## src/rtl/fcsgen_pkg.sv

```systemverilog
package fcsgen_pkg;
  localparam int unsigned OCTET_W   = 8;
  localparam int unsigned SUM_W     = 32;
  localparam logic [SUM_W-1:0] POLY_REFL  = 32'hEDB88320;
  localparam logic [SUM_W-1:0] SUM_PRESET = 32'hFFFFFFFF;

  typedef enum logic {
    PH_BODY  = 1'b0,
    PH_TRAIL = 1'b1
  } phase_e;
endpackage

```

## src/rtl/fcsgen_step.sv

```systemverilog
// Folds one octet into a reflected remainder, bit 0 of the octet first.
module fcsgen_step #(
  parameter int unsigned SUM_W   = fcsgen_pkg::SUM_W,
  parameter int unsigned OCTET_W = fcsgen_pkg::OCTET_W,
  parameter logic [SUM_W-1:0] POLY = fcsgen_pkg::POLY_REFL
) (
  input  logic [SUM_W-1:0]   rem_in,
  input  logic [OCTET_W-1:0] octet,
  output logic [SUM_W-1:0]   rem_out
);
  always_comb begin
    rem_out = rem_in;
    for (int b = 0; b < OCTET_W; b++) begin
      if (rem_out[0] ^ octet[b]) rem_out = (rem_out >> 1) ^ POLY;
      else                       rem_out = rem_out >> 1;
    end
  end
endmodule

```

## src/rtl/fcsgen_acc.sv

```systemverilog
// Remainder register with preset on the opening beat.
module fcsgen_acc #(
  parameter int unsigned SUM_W   = fcsgen_pkg::SUM_W,
  parameter int unsigned OCTET_W = fcsgen_pkg::OCTET_W
) (
  input  logic               clk,
  input  logic               rst_n,
  input  logic               restart,
  input  logic               take,
  input  logic [OCTET_W-1:0] octet,
  output logic [SUM_W-1:0]   rem
);
  logic [SUM_W-1:0] rem_q, rem_d, base, stepped;
  logic             rem_en;

  assign base = restart ? fcsgen_pkg::SUM_PRESET : rem_q;

  fcsgen_step #(.SUM_W(SUM_W), .OCTET_W(OCTET_W)) u_step (
    .rem_in (base),
    .octet  (octet),
    .rem_out(stepped)
  );

  always_comb begin
    rem_en = take | restart;
    rem_d  = take ? stepped : base;
  end

  always_ff @(posedge clk or negedge rst_n) begin
    if (!rst_n)      rem_q <= fcsgen_pkg::SUM_PRESET;
    else if (rem_en) rem_q <= rem_d;
  end

  assign rem = rem_q;
endmodule

```

## src/rtl/fcsgen_seq.sv

```systemverilog
// Body / trailer sequencing and trailer octet index.
module fcsgen_seq #(
  parameter int unsigned LANES = 4,
  localparam int unsigned IDX_W = (LANES > 1) ? $clog2(LANES) : 1
) (
  input  logic             clk,
  input  logic             rst_n,
  input  logic             in_valid,
  input  logic             in_last,
  input  logic             in_empty,
  input  logic             out_ready,
  output logic             in_ready,
  output logic             trail_on,
  output logic [IDX_W-1:0] trail_idx,
  output logic             trail_end
);
  import fcsgen_pkg::*;
  localparam logic [IDX_W-1:0] LAST_IDX = IDX_W'(LANES - 1);

  phase_e           phase_q, phase_d;
  logic             phase_en;
  logic [IDX_W-1:0] idx_q, idx_d;
  logic             idx_en;

  assign trail_on  = (phase_q == PH_TRAIL);
  assign trail_idx = idx_q;
  assign trail_end = trail_on && (idx_q == LAST_IDX);
  assign in_ready  = !trail_on && (out_ready || in_empty);

  always_comb begin
    phase_d  = phase_q;
    phase_en = 1'b0;
    idx_d    = idx_q;
    idx_en   = 1'b0;
    unique case (phase_q)
      PH_BODY: begin
        if (in_valid && in_ready && in_last) begin
          phase_d  = PH_TRAIL;
          phase_en = 1'b1;
          idx_d    = '0;
          idx_en   = 1'b1;
        end
      end
      PH_TRAIL: begin
        if (out_ready) begin
          idx_en = 1'b1;
          if (trail_end) begin
            phase_d  = PH_BODY;
            phase_en = 1'b1;
            idx_d    = '0;
          end else begin
            idx_d = idx_q + IDX_W'(1);
          end
        end
      end
      default: begin
        phase_d  = PH_BODY;
        phase_en = 1'b1;
      end
    endcase
  end

  always_ff @(posedge clk or negedge rst_n) begin
    if (!rst_n)        phase_q <= PH_BODY;
    else if (phase_en) phase_q <= phase_d;
  end

  always_ff @(posedge clk or negedge rst_n) begin
    if (!rst_n)      idx_q <= '0;
    else if (idx_en) idx_q <= idx_d;
  end
endmodule

```

## src/rtl/fcsgen_append.sv

```systemverilog
module fcsgen_append #(
  parameter int unsigned OCTET_W = fcsgen_pkg::OCTET_W,
  parameter int unsigned SUM_W   = fcsgen_pkg::SUM_W
) (
  input  logic               clk,
  input  logic               rst_n,
  input  logic               in_valid,
  output logic               in_ready,
  input  logic [OCTET_W-1:0] in_data,
  input  logic               in_first,
  input  logic               in_last,
  input  logic               in_empty,
  output logic               out_valid,
  input  logic               out_ready,
  output logic [OCTET_W-1:0] out_data,
  output logic               out_last
);
  localparam int unsigned LANES = SUM_W / OCTET_W;
  localparam int unsigned IDX_W = (LANES > 1) ? $clog2(LANES) : 1;

  logic                            accept;
  logic [SUM_W-1:0]                rem;
  logic                            trail_on, trail_end;
  logic [IDX_W-1:0]                trail_idx;
  logic [LANES-1:0][OCTET_W-1:0]   lane;

  assign accept = in_valid && in_ready;

  fcsgen_seq #(.LANES(LANES)) u_seq (
    .clk      (clk),
    .rst_n    (rst_n),
    .in_valid (in_valid),
    .in_last  (in_last),
    .in_empty (in_empty),
    .out_ready(out_ready),
    .in_ready (in_ready),
    .trail_on (trail_on),
    .trail_idx(trail_idx),
    .trail_end(trail_end)
  );

  fcsgen_acc #(.SUM_W(SUM_W), .OCTET_W(OCTET_W)) u_acc (
    .clk    (clk),
    .rst_n  (rst_n),
    .restart(accept && in_first),
    .take   (accept && !in_empty),
    .octet  (in_data),
    .rem    (rem)
  );

  // Complemented remainder, least significant octet leaves first.
  for (genvar k = 0; k < LANES; k++) begin : g_lane
    assign lane[k] = ~rem[k*OCTET_W +: OCTET_W];
  end

  assign out_valid = trail_on ? 1'b1 : (in_valid && !in_empty);
  assign out_data  = trail_on ? lane[trail_idx] : in_data;
  assign out_last  = trail_end;
endmodule

```

## config.mk

```make
export PLATFORM = sky130hd
export DESIGN_NAME = fcsgen_append
export DESIGN_NICKNAME = d
export VERILOG_FILES = /design/src/rtl/fcsgen_pkg.sv /design/src/rtl/fcsgen_step.sv /design/src/rtl/fcsgen_acc.sv /design/src/rtl/fcsgen_seq.sv /design/src/rtl/fcsgen_append.sv
export SDC_FILE = /design/constraint.sdc
export NUM_CORES = 1
export LEC_CHECK = 0
export BUFFER_PORTS_ARGS = -buffer_cell sky130_fd_sc_hd__clkbuf_2
export CORE_MARGIN = 8
export CORE_UTILIZATION = 45
export CTS_CLUSTER_SIZE = 10
export DETAILED_ROUTE_END_ITERATION = 16
export GPL_ROUTABILITY_DRIVEN = 0
export GPL_TIMING_DRIVEN = 0
export PLACE_DENSITY = 0.61
export SKIP_LAST_GASP = 1
export SYNTH_ARGS = -nofsm -noshare
export SYNTH_HDL_FRONTEND = slang
export SYNTH_SLANG_ARGS = --single-unit
export TNS_END_PERCENT = 20
```

## constraint.sdc

```tcl
create_clock -name clk -period 2.9 [get_ports clk]
set_input_delay 0.725 -clock clk [delete_from_list [all_inputs] [get_ports clk]]
set_output_delay 0.725 -clock clk [all_outputs]
set_load 0.02 [all_outputs]
```

==> flow_metrics.env <==
export IMPL_worstSetupEndpointType="output port"
export IMPL_ys_ff_latch=35
export IMPL_cts_setup_buffers=0
export IMPL_place_inst=459
export IMPL_core_area_mm2=0.00683
export IMPL_synth_simple_area_share_pct=12.4
export IMPL_tightest_slew_ns=0.945
export IMPL_crit_path_start_kind="flip-flop"
export IMPL_synth_xor_area_share_pct=32.3
export IMPL_hold_slack_ns=0.525
export IMPL_synthFlopType="dfstp_2"
export IMPL_synth_compound_area_share_pct=15.1
export IMPL_die_area_mm2=0.0101
export IMPL_final_core_util_pct=51.1
export IMPL_p_total_mw=4.58
export IMPL_grt_pass1_vias=2721
export IMPL_stdcell_count=467
export IMPL_reg2reg_to="u_acc.rem[10]"
export IMPL_setup_viol=0
export IMPL_critPathKind="reg2out"
export IMPL_cts_tree="done"
export IMPL_grt_use_total_pct=19.6
export IMPL_drv_cap=0
export IMPL_critPathLaunch="u_seq.trail_idx[1]"
export IMPL_antenna_found_initial=0
export IMPL_hpwl_um=6550
export IMPL_yosysSeqAreaShare_pct=28.5
export IMPL_status="finished clean"
export IMPL_syn_area_mm2=0.00321
export IMPL_area_delta_synth_final_pct=8.85
export IMPL_start_util_pct=47.0
export IMPL_fin_tns_setup_ns=0
export IMPL_vias=2731
export IMPL_synthArstFlopShare_pct=100
export IMPL_power_switching_mw=2.12
export IMPL_hold_viol=0
export IMPL_p_int_mw=2.46
export IMPL_synthCells=347
export IMPL_synth_mux_area_share_pct=5.73
export IMPL_final_max_slew_viol_count=0
export IMPL_h_tree_depth=2
export IMPL_cts_root_buffer="clkbuf_8"
export IMPL_synth_cell_types=44
export IMPL_whs_endpoint="u_acc.rem[28]"
export IMPL_die_height_um=100
export IMPL_required_ns=2.17
export IMPL_fin_crit_sh_pct=93.6
export IMPL_wl_um=9400
export IMPL_relSlewSlack_pct=37.0
export IMPL_numCtsBuffers=5
export IMPL_nets=386
export IMPL_cts_buffer_depth=2
export IMPL_swShare_pct=46.3
export IMPL_ir_worst_vdd_mv=0.550
export IMPL_p_leak_nw=1.33
export IMPL_drive_gt1_share_pct=25.1
export IMPL_grt_first_pass_wirelength_um=15100
export IMPL_diodes=0
export IMPL_die_x_um=100
export IMPL_ant_nets=0
export IMPL_via_per_inst=5.85
export IMPL_clock_sinks=35
export IMPL_r2r_slack_ns=0.26
export IMPL_grt_max_degree=36
export IMPL_final_setup_skew_ns=0.0129
export IMPL_synth_fa_ha_area_share_pct=0.390
export IMPL_clk_pin_slew_ns=0.08
export IMPL_worstReg2RegStart="u_seq.trail_on"
export IMPL_overflow=0
export IMPL_min_path_type="reg2reg"
export IMPL_synth_top_family_by_area="XOR/XNOR gates"
export IMPL_port_buffers=16
export IMPL_fin_crit_ns=2.71
export IMPL_synth_avg_cell_area_um2=9.25
export IMPL_pin_count=26
export IMPL_postCtsHoldBufs=0
export IMPL_drc=0
export IMPL_p_comb_share_pct=70.6
export IMPL_drtIter0Drc=209
export IMPL_worstHoldStart="u_acc.rem[28]"
export IMPL_clock_latency_ns=0.30
export IMPL_crit_path_max_fanout=9
export IMPL_rsz0062_at_grt="false"
export IMPL_reg2reg_depth=7
export IMPL_timing_fmax_mhz=369
export IMPL_synth_edff_count=0
export IMPL_powerDensity_mw_per_mm2=1310
export IMPL_wl_per_cell_um=20.1
export IMPL_syn_num_nets=363
export IMPL_row_count=30
export IMPL_yosysWarnings=0
export IMPL_sequentialPowerShare_pct=21.4
export IMPL_drt_pass1_iterations=5
export IMPL_clockPowerShare_pct=8.0
export IMPL_worstPathArrival_ns=1.99
export IMPL_whs_path_depth=2
==> power groups by stage <==
stage                     clock [mW]  sequential, mW  combinational [mW]
after floorplan                    0           0.925                2.59
after global placement             0           0.974                3.16
after detailed placement           0           0.977                3.20
after CTS                      0.369           0.971                3.21
after global routing           0.385            1.00                3.51
final                          0.366           0.981                3.23
==> state kept, by name (all words and copies together), names as in the netlist <==
name	flops
u_acc.rem	32
u_seq.trail_idx	2
u_seq.trail_on	1
==> Yosys cell counts (all sizes together), types with 4 or more instances <==
cell type,count,area share [%]
xnor2,71,20
nor2,43,5.0
dfstp,32,26
a21oi,29,4.5
xor2,26,7.8
buf,22,3.7
clkbuf,15,1.8
nand2,15,1.8
o21ai,13,2.0
nand3,9,1.4
mux4,8,5.7
a31oi,7,2.0
nor3,7,1.1
o211ai,5,1.2
o311a,5,1.6
or4,5,1.2
xor3,5,3.7
a211oi,4,0.94
==> layer usage <==
layer | part of all wire [%] | global-route usage (%) | vias up | routed length [um]
met5 | 0 | 0 | - | 0
li1 | - | - | 1237 | -
met3 | 5.7 | 3.18 | 15 | 535
met4 | 1.6 | 5.81 | 0 | 149
met2 | 47 | 30.9 | 113 | 4400
met1 | 46 | 26.7 | 1366 | 4310
==> worst max-delay path: stages, from the launching register on <==
cell,delay [ns]
dfrtp_1,0.36
clkbuf_2,0.36
mux4_1,0.60
a21oi_1,0.19
clkbuf_2,0.20
==> worst max-delay path by stage <==
stage | to | slack, ns | cells past startpoint
after floorplan | out_data[0] | 0.45 | 3
after global placement | u_acc.rem[25] | 0.06 | 8
after detailed placement | u_acc.rem[25] | 0.04 | 8
after CTS | out_data[6] | -0.008 | 4
after global routing | out_data[0] | 0.09 | 4
final | out_data[0] | 0.19 | 4
==> cell usage in the layout (no fill, tap or decap), drive strengths merged, types with 4 or more instances in the layout <==
cell type  Yosys  routed
a211oi         4       4
xor2          26      26
nor2          43      43
buf           22      22
mux4           8       8
nand2         15      15
a21oi         29      29
o311a          5       5
clkbuf        15      38
nand3          9       9
nor3           7       7
xor3           5       5
o211ai         5       5
o21ai         13      13
a31oi          7       7
or4            5       5
xnor2         71      71
dfstp         32      32
==> kinds of logic (layout without fill, tap and decap cells) <==
family                   Yosys count  in the layout
adder cells (fa/ha/maj)            1              1
multiplexers                       8              8
AO/OA/AOI/OAI                     74             74
buffers and inverters             38             62
XOR/XNOR                         103            103
AND/OR/NAND/NOR                   88             88
flip-flops                        35             35
==> metrics by stage <==
| step | setup WS, ns | instance area [um^2] |
|---|---|---|
| 2_1_floorplan | 0.445 | 3210 |
| 3_3_place_gp | 0.0633 | 3410 |
| 3_5_place_dp | 0.0406 | 3410 |
| 4_1_cts | -0.00836 | 3490 |
| 5_1_grt | 0.0938 | 3490 |
| 6_report | 0.186 | 3490 |
==> layout make-up <==
type / instances / area, um^2
inverters: 1 / 3.75
well taps: 96 / 120
flip-flops and latches: 35 / 916
plain buffers: 37 / 178
clock buffers: 7 / 76.3
fillers: 649 / 3340
multi-input cells: 274 / 2110
repair buffers: 16 / 80.1
clock inverters: 1 / 5.00
==> repair_timing <==
item,CTS,global route
resized for setup,1,2
endpoints found under the setup margin,8,1
pin swaps,0,0
Note: power is estimated with default switching activity, not from simulation.
